==> src/rtl/rpb_pkg.sv <==
package rpb_pkg;
  typedef enum logic [2:0] {
    CMD_CFG_RD      = 3'd0,
    CMD_IO_RD       = 3'd1,
    CMD_MEM_RD      = 3'd2,
    CMD_MEM_RD_LINE = 3'd3,
    CMD_MEM_RD_MULT = 3'd4
  } rd_cmd_e;

  typedef enum logic [1:0] {
    ST_IDLE  = 2'd0,
    ST_FETCH = 2'd1,
    ST_DONE  = 2'd2
  } pf_state_e;

  typedef struct packed {
    logic unlim;
    logic ft;
  } pf_mode_t;
endpackage

==> src/rtl/rpb_limit_calc.sv <==
module rpb_limit_calc
  import rpb_pkg::*;
#(
  parameter int AW    = 30,
  parameter int FT_DW = 1024,
  parameter int FB_DW = 16,
  parameter int RW    = $clog2(FT_DW) + 1
) (
  input  logic [2:0]    cmd_i,
  input  logic          pref_i,
  input  logic [7:0]    cls_i,
  input  logic          flow_i,
  input  logic [AW-1:0] addr_i,
  output logic [RW-1:0] rem_o,
  output pf_mode_t      mode_o
);
  localparam int FT_LG = $clog2(FT_DW);
  localparam int FB_LG = $clog2(FB_DW);

  logic          cls_legal, is_pf;
  logic [2:0]    cls_mask;
  logic [RW-1:0] cls_val, cls_off, ft_off, fb_off;

  always_comb begin
    cls_legal = (cls_i == 8'd1) || (cls_i == 8'd2) || (cls_i == 8'd4) || (cls_i == 8'd8);
    is_pf     = ((cmd_i == CMD_MEM_RD) && pref_i) || (cmd_i == CMD_MEM_RD_LINE) ||
                (cmd_i == CMD_MEM_RD_MULT);
    cls_mask  = cls_i[2:0] - 3'd1;   // size 8 wraps to mask 7
    cls_val   = RW'(cls_i[3:0]);
    cls_off   = RW'(addr_i[2:0] & cls_mask);
    ft_off    = RW'(addr_i[FT_LG-1:0]);
    fb_off    = RW'(addr_i[FB_LG-1:0]);

    mode_o.ft    = flow_i && is_pf;
    mode_o.unlim = 1'b0;
    if (!is_pf) begin
      rem_o = RW'(1);
    end else if (flow_i) begin
      rem_o = RW'(FT_DW) - ft_off;
    end else if (cmd_i == CMD_MEM_RD_MULT) begin
      if (cls_legal) begin
        rem_o = (cls_val << 1) - cls_off;
      end else begin
        rem_o        = RW'(1);
        mode_o.unlim = 1'b1;
      end
    end else if (cls_legal) begin
      rem_o = cls_val - cls_off;
    end else begin
      rem_o = RW'(FB_DW) - fb_off;
    end
  end
endmodule

==> src/rtl/rpb_addr_track.sv <==
module rpb_addr_track #(
  parameter int AW = 30,
  parameter int RW = 11
) (
  input  logic          clk_i,
  input  logic          rst_ni,
  input  logic          load_i,
  input  logic [AW-1:0] load_addr_i,
  input  logic [RW-1:0] load_rem_i,
  input  logic          acc_en_i,
  output logic [AW-1:0] addr_o,
  output logic          last_o
);
  logic [RW-1:0] rem_q;

  always_ff @(posedge clk_i or negedge rst_ni) begin
    if (!rst_ni) begin
      addr_o <= '0;
      rem_q  <= '0;
    end else if (load_i) begin
      addr_o <= load_addr_i;
      rem_q  <= load_rem_i;
    end else if (acc_en_i) begin
      addr_o <= addr_o + AW'(1);
      rem_q  <= rem_q - RW'(1);
    end
  end

  assign last_o = (rem_q == RW'(1));

  p_addr_hold_r10: assert property (@(posedge clk_i) disable iff (!rst_ni)
    (!acc_en_i && !load_i) |=> $stable(addr_o));
  p_addr_step_r10: assert property (@(posedge clk_i) disable iff (!rst_ni)
    (acc_en_i && !load_i) |=> (addr_o == $past(addr_o) + AW'(1)));
endmodule

==> src/rtl/rpb_stop_fsm.sv <==
module rpb_stop_fsm
  import rpb_pkg::*;
(
  input  logic     clk_i,
  input  logic     rst_ni,
  input  logic     start_i,
  input  pf_mode_t mode_i,
  input  logic     acc_i,
  input  logic     last_i,
  input  logic     tgt_disc_i,
  input  logic     q_full_i,
  input  logic     frame_end_i,
  input  logic     ini_end_i,
  output logic     load_o,
  output logic     acc_en_o,
  output logic     go_o,
  output logic     stop_o,
  output logic     bound_o,
  output logic     flush_o
);
  pf_state_e state_q, state_d;
  pf_mode_t  mode_q;
  logic      bound_d, flush_d, end_hit, early;

  always_comb begin
    load_o   = (state_q == ST_IDLE) && start_i;
    acc_en_o = (state_q == ST_FETCH) && acc_i && !ini_end_i;
    end_hit  = acc_en_o && last_i && !mode_q.unlim;
    early    = tgt_disc_i || (mode_q.unlim && q_full_i) || (mode_q.ft && frame_end_i);
    state_d  = state_q;
    bound_d  = bound_o;
    flush_d  = 1'b0;
    unique case (state_q)
      ST_IDLE: if (start_i) begin
        state_d = ST_FETCH;
        bound_d = 1'b0;
      end
      ST_FETCH: if (ini_end_i) begin
        state_d = ST_IDLE;
        flush_d = 1'b1;
        bound_d = 1'b0;
      end else if (end_hit) begin
        state_d = ST_DONE;
        bound_d = 1'b1;
      end else if (early) begin
        state_d = ST_DONE;
      end
      ST_DONE: if (ini_end_i) begin
        state_d = ST_IDLE;
        flush_d = 1'b1;
        bound_d = 1'b0;
      end
      default: state_d = ST_IDLE;
    endcase
  end

  always_ff @(posedge clk_i or negedge rst_ni) begin
    if (!rst_ni) begin
      state_q <= ST_IDLE;
      mode_q  <= '0;
      bound_o <= 1'b0;
      flush_o <= 1'b0;
    end else begin
      state_q <= state_d;
      bound_o <= bound_d;
      flush_o <= flush_d;
      if (load_o) mode_q <= mode_i;
    end
  end

  assign go_o   = (state_q == ST_FETCH);
  assign stop_o = (state_q == ST_DONE);

  p_go_stop_excl_r11: assert property (@(posedge clk_i) disable iff (!rst_ni)
    !(go_o && stop_o));
  p_flush_single_r9: assert property (@(posedge clk_i) disable iff (!rst_ni)
    flush_o |=> !flush_o);
  p_bound_with_stop_r8: assert property (@(posedge clk_i) disable iff (!rst_ni)
    bound_o |-> stop_o);
  p_start_enters_fetch_r13: assert property (@(posedge clk_i) disable iff (!rst_ni)
    (state_q == ST_IDLE && start_i) |=> go_o);
  p_stop_holds_r11: assert property (@(posedge clk_i) disable iff (!rst_ni)
    (stop_o && !ini_end_i) |=> stop_o);
endmodule

==> src/rtl/rd_prefetch_bound_ctrl.sv <==
module rd_prefetch_bound_ctrl
  import rpb_pkg::*;
#(
  parameter int AW    = 30,
  parameter int FT_DW = 1024,
  parameter int FB_DW = 16
) (
  input  logic          clk_i,
  input  logic          rst_ni,
  input  logic          start_i,
  input  logic [2:0]    cmd_i,
  input  logic          pref_i,
  input  logic [7:0]    cls_i,
  input  logic          flow_i,
  input  logic [AW-1:0] addr_i,
  input  logic          acc_i,
  input  logic          tgt_disc_i,
  input  logic          q_full_i,
  input  logic          frame_end_i,
  input  logic          ini_end_i,
  output logic          go_o,
  output logic          stop_o,
  output logic          bound_o,
  output logic          flush_o,
  output logic [AW-1:0] next_addr_o
);
  localparam int RW = $clog2(FT_DW) + 1;

  logic [RW-1:0] calc_rem;
  pf_mode_t      calc_mode;
  logic          load, acc_en, last;

  rpb_limit_calc #(.AW(AW), .FT_DW(FT_DW), .FB_DW(FB_DW), .RW(RW)) i_calc (
    .cmd_i  (cmd_i),
    .pref_i (pref_i),
    .cls_i  (cls_i),
    .flow_i (flow_i),
    .addr_i (addr_i),
    .rem_o  (calc_rem),
    .mode_o (calc_mode)
  );

  rpb_addr_track #(.AW(AW), .RW(RW)) i_track (
    .clk_i       (clk_i),
    .rst_ni      (rst_ni),
    .load_i      (load),
    .load_addr_i (addr_i),
    .load_rem_i  (calc_rem),
    .acc_en_i    (acc_en),
    .addr_o      (next_addr_o),
    .last_o      (last)
  );

  rpb_stop_fsm i_fsm (
    .clk_i       (clk_i),
    .rst_ni      (rst_ni),
    .start_i     (start_i),
    .mode_i      (calc_mode),
    .acc_i       (acc_i),
    .last_i      (last),
    .tgt_disc_i  (tgt_disc_i),
    .q_full_i    (q_full_i),
    .frame_end_i (frame_end_i),
    .ini_end_i   (ini_end_i),
    .load_o      (load),
    .acc_en_o    (acc_en),
    .go_o        (go_o),
    .stop_o      (stop_o),
    .bound_o     (bound_o),
    .flush_o     (flush_o)
  );

  p_calc_nonzero_r1: assert property (@(posedge clk_i) disable iff (!rst_ni)
    load |-> (calc_rem != '0));
endmodule

==> config.mk <==
export PLATFORM = sky130hd
export DESIGN_NAME = rd_prefetch_bound_ctrl
export DESIGN_NICKNAME = d
export VERILOG_FILES = /design/src/rtl/rpb_pkg.sv /design/src/rtl/rpb_limit_calc.sv /design/src/rtl/rpb_addr_track.sv /design/src/rtl/rpb_stop_fsm.sv /design/src/rtl/rd_prefetch_bound_ctrl.sv
export SDC_FILE = /design/constraint.sdc
export NUM_CORES = 1
export LEC_CHECK = 0
export BUFFER_PORTS_ARGS = -buffer_cell sky130_fd_sc_hd__buf_4
export CELL_PAD_IN_SITES_DETAIL_PLACEMENT = 1
export CELL_PAD_IN_SITES_GLOBAL_PLACEMENT = 2
export CORE_ASPECT_RATIO = 0.75
export CORE_UTILIZATION = 34
export CTS_CLUSTER_DIAMETER = 100
export DETAILED_ROUTE_END_ITERATION = 10
export GPL_TIMING_DRIVEN = 0
export PLACE_DENSITY = 0.94
export RECOVER_POWER = 50
export SYNTH_ARGS = -nofsm -noshare
export SYNTH_HDL_FRONTEND = slang
export SYNTH_SLANG_ARGS = --single-unit
==> constraint.sdc <==
create_clock -name clk_i -period 6 [get_ports clk_i]
set_input_delay 0.6 -clock clk_i [delete_from_list [all_inputs] [get_ports clk_i]]
set_output_delay 0.6 -clock clk_i [all_outputs]
set_load 0.01 [all_outputs]
# Word-level counts from Yosys, hierarchy flattened
# Index checks and enable logic that the tools add are counted.
dict set report op_classes {
  n_eq_ne 14
  n_reduce_logical 24
  mux 26
  addsub 7
  bitwise 1
}
# op count
set op_table {}
lappend op_table {{$mux 11} 7}
lappend op_table {{$mux 30} 2}
lappend op_table {{$add 30x1->30 const B} 1}
lappend op_table {{$eq 11x1->1 const B} 1}
lappend op_table {{$sub 11x1->11 const B} 1}
lappend op_table {{$sub 11x10->11 const A} 1}
lappend op_table {{$sub 4x11->11} 1}
lappend op_table {{$sub 5x11->11} 1}
lappend op_table {{$mux 1} 10}
lappend op_table {{$mux 2} 5}
lappend op_table {{$logic_and 1x1->1} 9}
lappend op_table {{$eq 8x1->1 const B} 1}
lappend op_table {{$eq 8x2->1 const B} 1}
lappend op_table {{$eq 8x3->1 const B} 1}
lappend op_table {{$eq 8x4->1 const B} 1}
lappend op_table {{$logic_or 1x1->1} 7}
lappend op_table {{$eq 3x2->1 const B} 2}
lappend op_table {{$pmux 2 s3} 1}
lappend op_table {{$sub 5x4->6 const A} 1}
lappend op_table {{$ne 2x2->1 const B} 2}
lappend op_table {{$ne 4x2->1 const B} 1}
lappend op_table {{$reduce_and 4->1} 1}
lappend op_table {{$and 3x3->3} 1}
lappend op_table {{$eq 3x3->1 const B} 1}
lappend op_table {{other kinds (11)} 12}
dict set report word_totals {
  elab_cells 79
  inputBits 51
  regBits 47
  output_inout_bits 34
}

# Depth between registers and ports, before layout
# Gate-level depths: netlist (run 1).
dict set report logic_depth {
  depth_word 9
  mapped_depth 13
  depth_no_buf 12
}

# Modules after synthesis
# From an unflattened synthesis (run 1), not the netlist that was laid out.
dict set report unflattened {
  cells_unflattened 420
  area_unflattened_um2 3565.9
}
# module cells_per_inst instances seq_area_each_um2 area_per_inst_um2
set modules_own_cells {}
lappend modules_own_cells {rpb_addr_track 260 1 1026.0 2329.7}
lappend modules_own_cells {rpb_limit_calc 130 1 0.0 875.8}
lappend modules_own_cells {rpb_stop_fsm 30 1 150.1 360.3}

# Worst setup path before layout (run 1)
# Ideal clock, no wire load.
dict set report synth_timing {
  path_type {input to register}
  from {in cls_i[0]}
  to {reg i_track.rem_q[3]}
  setup_time_ns 0.065
  slack_ns 3.304
  required_ns 5.935
  path_stages 11
  arrival_ns 2.631
  n_path_buf 1
  path_cell_list {clkbuf_1 > inv_1 > ha_1 > and2_1 > o32ai_1 > a22o_1 > ha_1 > or3_1 > a21oi_1 > o21ai_1 > nand2_1}
}
dict set report synth_between {
  elab_chain_cells 9
  elab_cells_between_ends 17
  cone_classes {3 x add/sub; 4 x eq/ne; 6 x mux; 1 x bitwise; 3 x reduce/logical}
}
# element line_no
set synth_lines {}
lappend synth_lines {{from (decl)} rd_prefetch_bound_ctrl.sv:13} ;# input logic [7:0] cls_i,
lappend synth_lines {{branches (longest 5 deep; another with $sub 4x11->11)} -}
lappend synth_lines {{$mux 11 *} rpb_limit_calc.sv:40} ;# end else if (cmd_i == CMD_MEM_RD_MULT) begin
lappend synth_lines {{$mux 11 *} rpb_limit_calc.sv:38} ;# end else if (flow_i) begin
lappend synth_lines {{$mux 11 *} rpb_limit_calc.sv:36} ;# if (!is_pf) begin
lappend synth_lines {{$mux 11 *} rpb_addr_track.sv:20} ;# end else if (load_i) begin
lappend synth_lines {{to (signal assigned)} rpb_addr_track.sv:22} ;# rem_q <= load_rem_i;
lappend synth_lines {{to (signal assigned)} rpb_addr_track.sv:25} ;# rem_q <= rem_q - RW'(1);
lappend synth_lines {{to (decl)} rpb_addr_track.sv:14} ;# logic [RW-1:0] rem_q;
# Every way passes the cells marked *.
# A chain may end at the register's enable or synchronous reset.

# Final worst setup path (run 1)
# Same ends and word-level chain as after synthesis.

==> out/metrics.yaml, run 1 <==
run_status:
  status: "complete, but fails checks"
  violations: "max-capacitance violations, max-slew violations"
worst_setup_path:
  cp_top_family: "compound AO/OA/AOI/OAI gates"
  cp.depth: 12
  crit_fanout: 8
  cp.arrival_ps: 3250
  endpoint_kind: "flip-flop"
  cpMostUsedCell: "ha_1"
  worst-setup-path-type: "primary input to flip-flop"
  max_stage_delay_ps: 450
  ff2ff_path_depth: 8
  cpMaxStageDelayCell: "o32ai_1"
  r2r_start: "i_fsm.state_q[1]"
  ff2ff_setup_slack_ps: 3440
  worst-path-buf-inv: 3
  reg2reg_to: "i_fsm.mode_q[1]"
  critPathLaunchType: "primary input"
  path_cells: "buf_4 -> clkbuf_1 -> inv_1 -> ha_1 -> and2_1 -> o32ai_1 -> a22o_1 -> ha_1 -> or3_1 -> a21oi_1 -> o21ai_1 -> nand2_1"
  crit_required_ps: 6240
timing:
  tns_ps: 0
  timing.fmax_mhz: 332.4
  setup_viol: 0
  fin_ws_ps: 2992
  finalCriticalPeriod_ps: 3008
  rsz0062_at_grt: "false"
  fin_crit_sh: 0.5014
  tightest_slew_ps: 2643
  fin_skew_ps: 7.886
  maxSlewHeadroom: -0.7621
  hold_violations: 0
  maxSlewViolCount: 48
cts:
  ctsResizeCount: 0
  post_cts_buffers: 0
  cts.sinks: 47
  cts_root_buf: "clkbuf_16"
  cts_tree: "yes"
  clock_latency_ps: 300
  numCtsBuffers: 5
  clk_path_buf_depth: 2
  cts_max_level: 2
  clk_pin_slew_ps: 70
  ctsHoldBuffers: 0
yosys:
  yosys-top-cells-count: "nand2_1, dfrtp_1, xor2_1"
  synth.top_cell.area_share: 0.3302
  syn-cell-area_mm2: 0.003562
  ys_seq_area_frac: 0.3302
  avgSynthCellArea_um2: 8.563
  synthArstFlopShare: 1.000
  ys_ff_latch: 47
  postSynthCellCount: 416
  synth_most_common_cell: "nand2_1"
  synth_edf_count: 0
  synth_nets: 485
  yosysUniqueCellTypes: 68
  yosysWarnings: 0
  synth_flop_cell: "dfrtp_1"
  synth_area_leaders: "dfrtp_1, xor2_1, nand2_1"
  yosysTopAreaCell: "dfrtp_1"
power:
  ir_drop_uv: 181.9
  powerDensity_mw_per_mm2: 392.0
  seqPwrFrac: 0.368
  combPwrFrac: 0.440
  clkPwrFrac: 0.192
  leakage_nw: 1.932
  swShare: 0.4228
  p_int_mw: 1.007
  p_sw_mw: 0.7381
global_routing:
  grt_first_pass_wirelength_um: 19000
  grt-ovfl-total: 0
  grt_pass1_vias: 3671
  grt_max_degree: 48
  grt_antenna_before_repair: 0
  grt_use_total: 0.2204
min_path:
  hold_path.class: "flip-flop to flip-flop"
  holdCritStartpoint: "i_fsm.mode_q[0]"
  hold_depth: 1
  hold-path-endpoint: "i_fsm.mode_q[0]"
finish:
  layout.nets: 574
  drive_gt1_frac: 0.1858
  fin_area_mm2: 0.004453
  area_growth_syn_to_layout_pct: 25.01
  nFillCells: 1246
  antennaDiodeCount: 0
  final_util: 0.4485
placed_design:
  port_buffers: 82
  globalplace.congestion: 0.8935
  dpl_cell_area_mm2: 0.004343
  dp_hpwl_um: 9039
  pre_cts_ws_ps: 2735
die:
  die_h_um: 90.65
  io_pins: 85
  start_util: 0.3587
  num_rows: 31
  die_w_um: 120.2
  core-area_mm2: 0.009930
  dieArea_mm2: 0.01089
drt:
  post-route-drc-count: 0
  vias: 3541
  drt-vias-per-instance: 5.550
  first_pass_iters: 4
  drt_iter0_markers: 135
  wire_per_inst_um: 18.05
  ant_nets: 0
  wl_um: 11520
flow_run:
  drv_cap: 1
==> worst max path at each step <==
stage               slack (ps)  startpoint               end
floorplan                 3300    cls_i[0]  i_track.rem_q[3]
global placement          2880    cls_i[0]  i_track.rem_q[3]
detailed placement        2740    cls_i[0]  i_track.rem_q[3]
finish                    2990    cls_i[0]  i_track.rem_q[3]
global route              2810    cls_i[0]  i_track.rem_q[3]
CTS                       3030    cls_i[0]  i_track.rem_q[3]
==> per-stage QoR <==
stage | std cells | power (mW) | hold slack [ps]
6_report | 638 | 1.745 | 492.7
5_1_grt | 638 | 1.860 | 512.3
4_1_cts | 638 | 1.793 | 344.3
3_5_place_dp | 630 | 1.451 | 481.3
3_3_place_gp | 630 | 1.416 | 468.7
2_1_floorplan | 416 | 1.079 | 304.4
==> cells in the final DEF (no fill, tap or decap), types with 3 or more instances in the layout <==
cell type and instances:
nor2_1 26, clkbuf_16 5, a22o_1 3, and3_1 8, xnor2_1 15, o21ai_0 22
nor4_1 5, nand3_1 17, a221oi_1 3, nand2b_1 6, clkbuf_1 30, a21o_1 5
nand2_1 62, and2_1 5, a31oi_1 7, a21oi_1 11, inv_1 14, nor3_1 9
nand4_1 8, ha_1 18, buf_2 4, dfrtp_1 47, or3_1 3, o22ai_1 3
and4_1 5, buf_4 65, xor2_1 27, mux2i_1 3, o21ai_1 18
==> routing by layer <==
layer,GRT usage,part of all wire,vias up
met3,0.04230,0.061,15
met1,0.3170,0.48,1773
met4,0.05729,0.012,0
li1,-,-,1671
met5,0,0,-
met2,0.3348,0.44,82
==> sequential cells by signal (all words and copies together), names as in the netlist <==
register and flops:
i_track.rem_q 11, i_track.addr_o 30, i_fsm.state_q 2, i_fsm.mode_q 2, i_fsm.bound_o 1, i_fsm.flush_o 1
==> cell type report <==
class / count / area, um2 / share of cell area
buffer: 17 / 68.82 / 0.01545
clock buffer: 6 / 138.9 / 0.03119
multi-input combinational: 338 / 2265 / 0.5086
sequential: 47 / 1176 / 0.2641
timing repair buffer: 82 / 551.8 / 0.1239
inverter: 14 / 52.55 / 0.01180
clock inverter: 2 / 35.03 / 0.007867
tap: 132 / 165.2 / 0.03709
==> cells by family (layout without fill, tap and decap cells) <==
group,Yosys count,after routing,synth area share
buffers and inverters,31,121,0.03407
multiplexers,3,3,0.008430
XOR/XNOR,42,42,0.1033
AO/OA/AOI/OAI,98,98,0.1911
flip-flops,47,47,0.3302
adder cells (fa/ha/maj),18,18,0.06323
AND/OR/NAND/NOR,177,177,0.2698
==> power by group through the flow <==
stage / registers (mW) / clock network [mW] / logic [mW]
global placement: 0.635 / 0 / 0.780
finish: 0.642 / 0.335 / 0.768
floorplan: 0.648 / 0 / 0.430
detailed placement: 0.643 / 0 / 0.808
CTS: 0.641 / 0.336 / 0.816
global route: 0.666 / 0.346 / 0.849
(Power assumes the default switching activity.)
==> run 2: changes to the inputs <==
--- a/config.mk
+++ b/config.mk
@@ -9,11 +9,11 @@
 export CELL_PAD_IN_SITES_DETAIL_PLACEMENT = 1
 export CELL_PAD_IN_SITES_GLOBAL_PLACEMENT = 2
 export CORE_ASPECT_RATIO = 0.75
-export CORE_UTILIZATION = 34
+export CORE_UTILIZATION = 29
 export CTS_CLUSTER_DIAMETER = 100
 export DETAILED_ROUTE_END_ITERATION = 10
 export GPL_TIMING_DRIVEN = 0
-export PLACE_DENSITY = 0.94
+export PLACE_DENSITY = 0.86
 export RECOVER_POWER = 50
 export SYNTH_ARGS = -nofsm -noshare
 export SYNTH_HDL_FRONTEND = slang
==> constraint.sdc (replaced) <==
create_clock -name clk_i -period 2.73 [get_ports clk_i]
set_input_delay 0.273 -clock clk_i [delete_from_list [all_inputs] [get_ports clk_i]]
set_output_delay 0.273 -clock clk_i [all_outputs]
set_load 0.01 [all_outputs]
==> out/metrics.yaml, run 2 (synthesized netlist as in run 1, its figures left out) <==
placed_design:
  dpl_cell_area_mm2: 0.004380  # +0.86%
  dp_cells: 660  # +4.8%
  globalplace.congestion: 0.7806  # -13%
  dp_hpwl_um: 9180  # +1.6%
  port_buffers: 82  # unchanged
  pre_cts_ws_ps: -123.8  # -2859 ps
die:
  die_h_um: 97.98  # +8.1%
  start_util: 0.3023  # -0.05645
  io_pins: 85  # unchanged
  dieArea_mm2: 0.01274  # +17%
  num_rows: 34  # +9.7%
  core-area_mm2: 0.01178  # +19%
  die_w_um: 130.0  # +8.1%
worst_setup_path:
  crit_fanout: 7  # -1
  path_cells: "inv_1 -> ha_1 -> nand3b_4 -> nor4_4 -> and4_1 -> nand3_1 -> xor2_1 -> o21ai_1"
  worst-setup-path-type: "flip-flop to flip-flop"
  cpMaxStageDelayCell: "nor4_4"
  cp.arrival_ps: 2570  # -680 ps
  crit_required_ps: 2900  # -3340 ps
  endpoint_kind: "flip-flop"
  max_stage_delay_ps: 500  # +50 ps
  critPathLaunchType: "flip-flop"
cts:
  clk_pin_slew_ps: 70  # about the same
  cts_root_buf: "clkbuf_16"
  cts_tree: "yes"
  cts_max_level: 2  # unchanged
  post_cts_buffers: 0  # unchanged
  clock_latency_ps: 300  # about the same
  numCtsBuffers: 5  # unchanged
  cts.sinks: 47  # unchanged
  clk_path_buf_depth: 2  # unchanged
drt:
  ant_nets: 0  # unchanged
  drt_iter0_markers: 155  # +15%
  vias: 3538  # -0.085%
  wl_um: 11650  # +1.2%
  drt-vias-per-instance: 5.312  # -4.3%
  first_pass_iters: 4  # unchanged
  post-route-drc-count: 0  # unchanged
  wire_per_inst_um: 17.49  # -3.1%
finish:
  fin_area_mm2: 0.004459  # +0.14%
  reg_top3: "i_track.addr_o (30), i_track.rem_q (11)"
  final_common_cell: "buf_4"
  final_util: 0.3784  # -0.07004
  layout.nets: 573  # -0.17%
  top_register: "i_track.addr_o"
  finalNonFillerCells: 666  # +4.4%
  area_growth_syn_to_layout_pct: 25.18
  mostFrequentLayoutCells: "buf_4, nand2_1, dfrtp_1"
  largest_reg_flops: 30  # unchanged
  antennaDiodeCount: 0  # unchanged
  drive_gt1_frac: 0.1885  # +0.002721
flow_run:
  drv_cap: 0  # -1
timing:
  fin_ws_ps: 333.6  # -2658 ps
  hold_violations: 0  # unchanged
  rsz0062_at_grt: "false"
  timing.fmax_mhz: 417.3
  maxSlewViolCount: 0  # -100%
  maxSlewHeadroom: 0.1718  # +0.9339
  setup_viol: 0  # unchanged
  fin_crit_sh: 0.8778
  fin_skew_ps: 7.469  # -0.4176 ps
  tightest_slew_ps: 1242  # -1401 ps
  finalCriticalPeriod_ps: 2396
global_routing:
  grt_max_degree: 48  # unchanged
  grt_first_pass_wirelength_um: 19080  # +0.40%
  grt_use_total: 0.1933  # -0.02717
  grt_antenna_before_repair: 0  # unchanged
  grt_pass1_vias: 3631  # -1.1%
  grt-ovfl-total: 0  # unchanged
power:
  p_int_mw: 2.118  # +110%
  clkPwrFrac: 0.171  # -0.021
  combPwrFrac: 0.451  # +0.011
  ir_drop_uv: 344.6  # +89%
  seqPwrFrac: 0.378  # +0.010
  swShare: 0.4333  # +0.01047
  p_sw_mw: 1.619  # +120%
  powerDensity_mw_per_mm2: 838.0  # +110%
  total_power_mw: 3.737  # +110%
  leakage_nw: 1.923  # -0.43%
run_status:
  status: "completed"
min_path:
  hold_path.class: "primary input to flip-flop"
==> run 2: cell types whose count changed in the layout (fill, tap and decap cells not counted) <==
cell,previous run,this run
clkbuf_2,0,2
and2_1,5,6
clkbuf_1,30,27
bufinv_16,1,0
and2_0,1,0
==> run 2: final timing paths <==
path | slack, ps | depth (start not counted) | endpoint | start
worst max-delay path | 330 | 8 | i_track.addr_o[26] | i_fsm.state_q[1]
min in group asynchronous | 240 | 1 | i_fsm.state_q[1] | rst_ni
worst max register to register | 330 | 8 | i_track.addr_o[26] | i_fsm.state_q[1]
worst min-delay path | 180 | 3 | i_track.addr_o[26] | addr_i[26]
max in group asynchronous | 1750 | 1 | i_track.addr_o[5] | rst_ni
worst min register to register | 480 | 1 | i_fsm.mode_q[0] | i_fsm.mode_q[0]
==> run 2: repair_timing <==
action	in CTS	in global routing
setup endpoints to repair	0	3
gates resized for setup	0	2
hold buffers	0	0
==> run 2: worst max-delay path: cells and delay by family (launching register included) <==
| family | cells | cell delay [ps] |
|---|---|---|
| AND/OR/NAND/NOR | 4 | 1210 |
| flip-flops | 1 | 420 |
| adder cells (fa/ha/maj) | 1 | 280 |
| XOR/XNOR | 1 | 190 |
| buffers and inverters | 1 | 90 |
| AO/OA/AOI/OAI | 1 | 80 |
==> run 2: metal layers <==
metal  wire (um)  track usage  up-vias
met5           0            0        -
met4         140      0.04651        0
met3         503      0.02849       12
met2        5076       0.2879       86
met1        5931       0.2899     1774
li1            -            -     1666
==> run 2: power by group through the flow <==
stage	logic (mW)	registers (mW)	clock network, mW
finish	1.68	1.41	0.639
global route	1.88	1.47	0.677
CTS	1.79	1.42	0.649
detailed placement	1.78	1.42	0
global placement	1.72	1.40	0
floorplan	0.946	1.43	0
==> run 2: stage by stage <==
step                      hold slack [ps]  TNS [ps]
after floorplan                    -22.59         0
after global placement              341.1    -92.08
after detailed placement            340.8    -342.9
after CTS                           22.93         0
after global routing                187.6         0
final                               180.8         0
==> run 2: final cells by class <==
cell class / count / area [um2]
plain buffers: 16 / 66.31
clock buffers: 6 / 138.9
clock inverters: 1 / 5.005
fillers: 1450 / 7325
inverters: 14 / 52.55
multi-input cells: 338 / 2265
flip-flops and latches: 47 / 1176
well taps: 162 / 202.7
repair buffers: 82 / 553.0
==> run 3: changes to the inputs <==
--- a/config.mk
+++ b/config.mk
@@ -9,11 +9,11 @@
 export CELL_PAD_IN_SITES_DETAIL_PLACEMENT = 1
 export CELL_PAD_IN_SITES_GLOBAL_PLACEMENT = 2
 export CORE_ASPECT_RATIO = 0.75
-export CORE_UTILIZATION = 29
+export CORE_UTILIZATION = 25
 export CTS_CLUSTER_DIAMETER = 100
 export DETAILED_ROUTE_END_ITERATION = 10
 export GPL_TIMING_DRIVEN = 0
-export PLACE_DENSITY = 0.86
+export PLACE_DENSITY = 0.77
 export RECOVER_POWER = 50
 export SYNTH_ARGS = -nofsm -noshare
 export SYNTH_HDL_FRONTEND = slang
==> out/metrics.yaml, run 3 (synthesized netlist as in run 1, its figures left out) <==
run_status:
  status: "completed"
placed_design:
  dp_hpwl_um: 9227  # +0.51%
  pre_cts_ws_ps: -184.5  # -60.73 ps
  port_buffers: 82  # unchanged
  dp_cells: 673  # +2.0%
  globalplace.congestion: 0.8563  # +9.7%
finish:
  drive_gt1_frac: 0.1865  # -0.001984
  reg_top3: "i_track.addr_o (30), i_track.rem_q (11)"
  antennaDiodeCount: 0  # unchanged
  mostFrequentLayoutCells: "buf_4, nand2_1, dfrtp_1"
  top_register: "i_track.addr_o"
  final_common_cell: "buf_4"
  largest_reg_flops: 30  # unchanged
  final_util: 0.3255  # -0.05292
  finalNonFillerCells: 679  # +2.0%
  area_growth_syn_to_layout_pct: 26.06
  layout.nets: 573  # unchanged
worst_setup_path:
  endpoint_kind: "flip-flop"
  crit_fanout: 9  # +2
  ff2ff_setup_slack_ps: 390  # +60 ps
  critPathLaunchType: "primary input"
  cp.arrival_ps: 2610  # +40 ps
  reg2reg_to: "i_track.addr_o[17]"
  crit_required_ps: 2960  # +60 ps
  ff2ff_path_depth: 8  # unchanged
  r2r_start: "i_fsm.state_q[0]"
  worst-setup-path-type: "primary input to flip-flop"
  cp-startpoint: "cls_i[0]"
die:
  num_rows: 37  # +8.8%
  dieArea_mm2: 0.01474  # +16%
  start_util: 0.2582  # -0.04409
  core-area_mm2: 0.01380  # +17%
  die_h_um: 105.4  # +7.5%
  die_w_um: 139.8  # +7.6%
  io_pins: 85  # unchanged
min_path:
  hold_depth: 3  # unchanged
  hold-path-endpoint: "i_track.addr_o[26]"
  holdCritStartpoint: "addr_i[26]"
  hold_path.class: "primary input to flip-flop"
timing:
  rsz0062_at_grt: "false"
  fin_ws_ps: 352.3  # +18.62 ps
  finalCriticalPeriod_ps: 2378  # -18.62 ps
  fin_skew_ps: 7.824  # +0.3551 ps
  hold_violations: 0  # unchanged
  fin_crit_sh: 0.8710  # -0.006821
  tightest_slew_ps: 1273  # +30.74 ps
  maxSlewViolCount: 0  # unchanged
  maxSlewHeadroom: 0.1513  # -0.02049
  setup_viol: 0  # unchanged
  timing.fmax_mhz: 420.6  # +0.78%
cts:
  cts_max_level: 2  # unchanged
  post_cts_buffers: 0  # unchanged
  clk_pin_slew_ps: 70  # about the same
  numCtsBuffers: 5  # unchanged
  cts.sinks: 47  # unchanged
  clk_path_buf_depth: 2  # unchanged
  cts_tree: "yes"
  ctsHoldBuffers: 0  # unchanged
  cts_root_buf: "clkbuf_16"
  clock_latency_ps: 290  # about the same
drt:
  drt_iter0_markers: 173  # +12%
  vias: 3421  # -3.3%
  wire_per_inst_um: 17.30  # -1.1%
  wl_um: 11750  # +0.81%
  post-route-drc-count: 0  # unchanged
  drt-vias-per-instance: 5.038  # -5.2%
  ant_nets: 0  # unchanged
  first_pass_iters: 4  # unchanged
global_routing:
  grt_pass1_vias: 3597  # -0.94%
  grt-ovfl-total: 0  # unchanged
  grt_first_pass_wirelength_um: 19230  # +0.80%
  grt_antenna_before_repair: 0  # unchanged
  grt_max_degree: 48  # unchanged
  grt_use_total: 0.1658  # -0.02744
power:
  total_power_mw: 3.800  # +1.7%
  powerDensity_mw_per_mm2: 846.3  # +0.99%
  ir_drop_uv: 278.8  # -19%
  leakage_nw: 1.927  # +0.18%
flow_run:
  drv_cap: 0  # unchanged
## run 3: changes by cell type in the layout (fill, tap and decap cells not counted)
cell	before	now
clkinv_2	1	0
clkbuf_8	1	0
and2_1	6	5
clkbuf_1	27	28
and2_0	0	1
bufinv_16	0	1
## run 3: what timing repair did
action | 4_1_cts | 5_1_grt
endpoints found under the setup margin | 0 | 5
endpoints found under the hold margin | 0 | 0
gates resized for setup | 0 | 2
## run 3: final cells by class
class,instances,area (um2)
plain buffers,16,66.31
inverters,14,52.55
clock inverters,1,30.03
clock buffers,6,128.9
well taps,175,219.0
multi-input cells,338,2265
repair buffers,82,553.0
flip-flops and latches,47,1176
fillers,1673,9305
## run 3: how the worst max path moves through the flow
stage	to	depth (start not counted)	slack [ps]
6_report	i_track.rem_q[3]	11	350
5_1_grt	i_track.rem_q[4]	13	100
3_5_place_dp	i_track.rem_q[3]	12	-180
3_3_place_gp	i_track.rem_q[3]	12	-120
2_1_floorplan	i_track.rem_q[3]	11	360
4_1_cts	i_track.rem_q[3]	12	110
## run 3: power breakdown
part	switching [mW]	leakage, nW	total (mW)	internal, mW
sequential	0.400	0.594	1.41	1.01
combinational	0.950	1.26	1.70	0.748
clock	0.263	0.0769	0.691	0.428
## run 3: critical path, cell delays in order
cell and delay, ps:
buf_4 130, inv_1 110, ha_1 360, and2_1 160, o32ai_1 440, a22o_1 210, ha_1 220, or3_1 360
a21oi_1 150, o21ai_1 120, nand2_1 80
## run 3: routing by layer
metal / vias to the layer above / part of all wire / GRT usage
li1: 1663 / - / -
met1: 1701 / 0.53 / 0.2439
met2: 48 / 0.43 / 0.2521
met3: 9 / 0.030 / 0.02681
met4: 0 / 0.0085 / 0.03611
met5: - / 0 / 0
## run 3: stage by stage
step / area [um2] / hold slack, ps / setup TNS, ps
2_1_floorplan: 3562 / -22.59 / 0
3_3_place_gp: 4397 / 340.2 / -171.9
3_5_place_dp: 4397 / 342.2 / -323.9
4_1_cts: 4556 / 30.02 / 0
5_1_grt: 4491 / 204.4 / 0
6_report: 4491 / 189.2 / 0
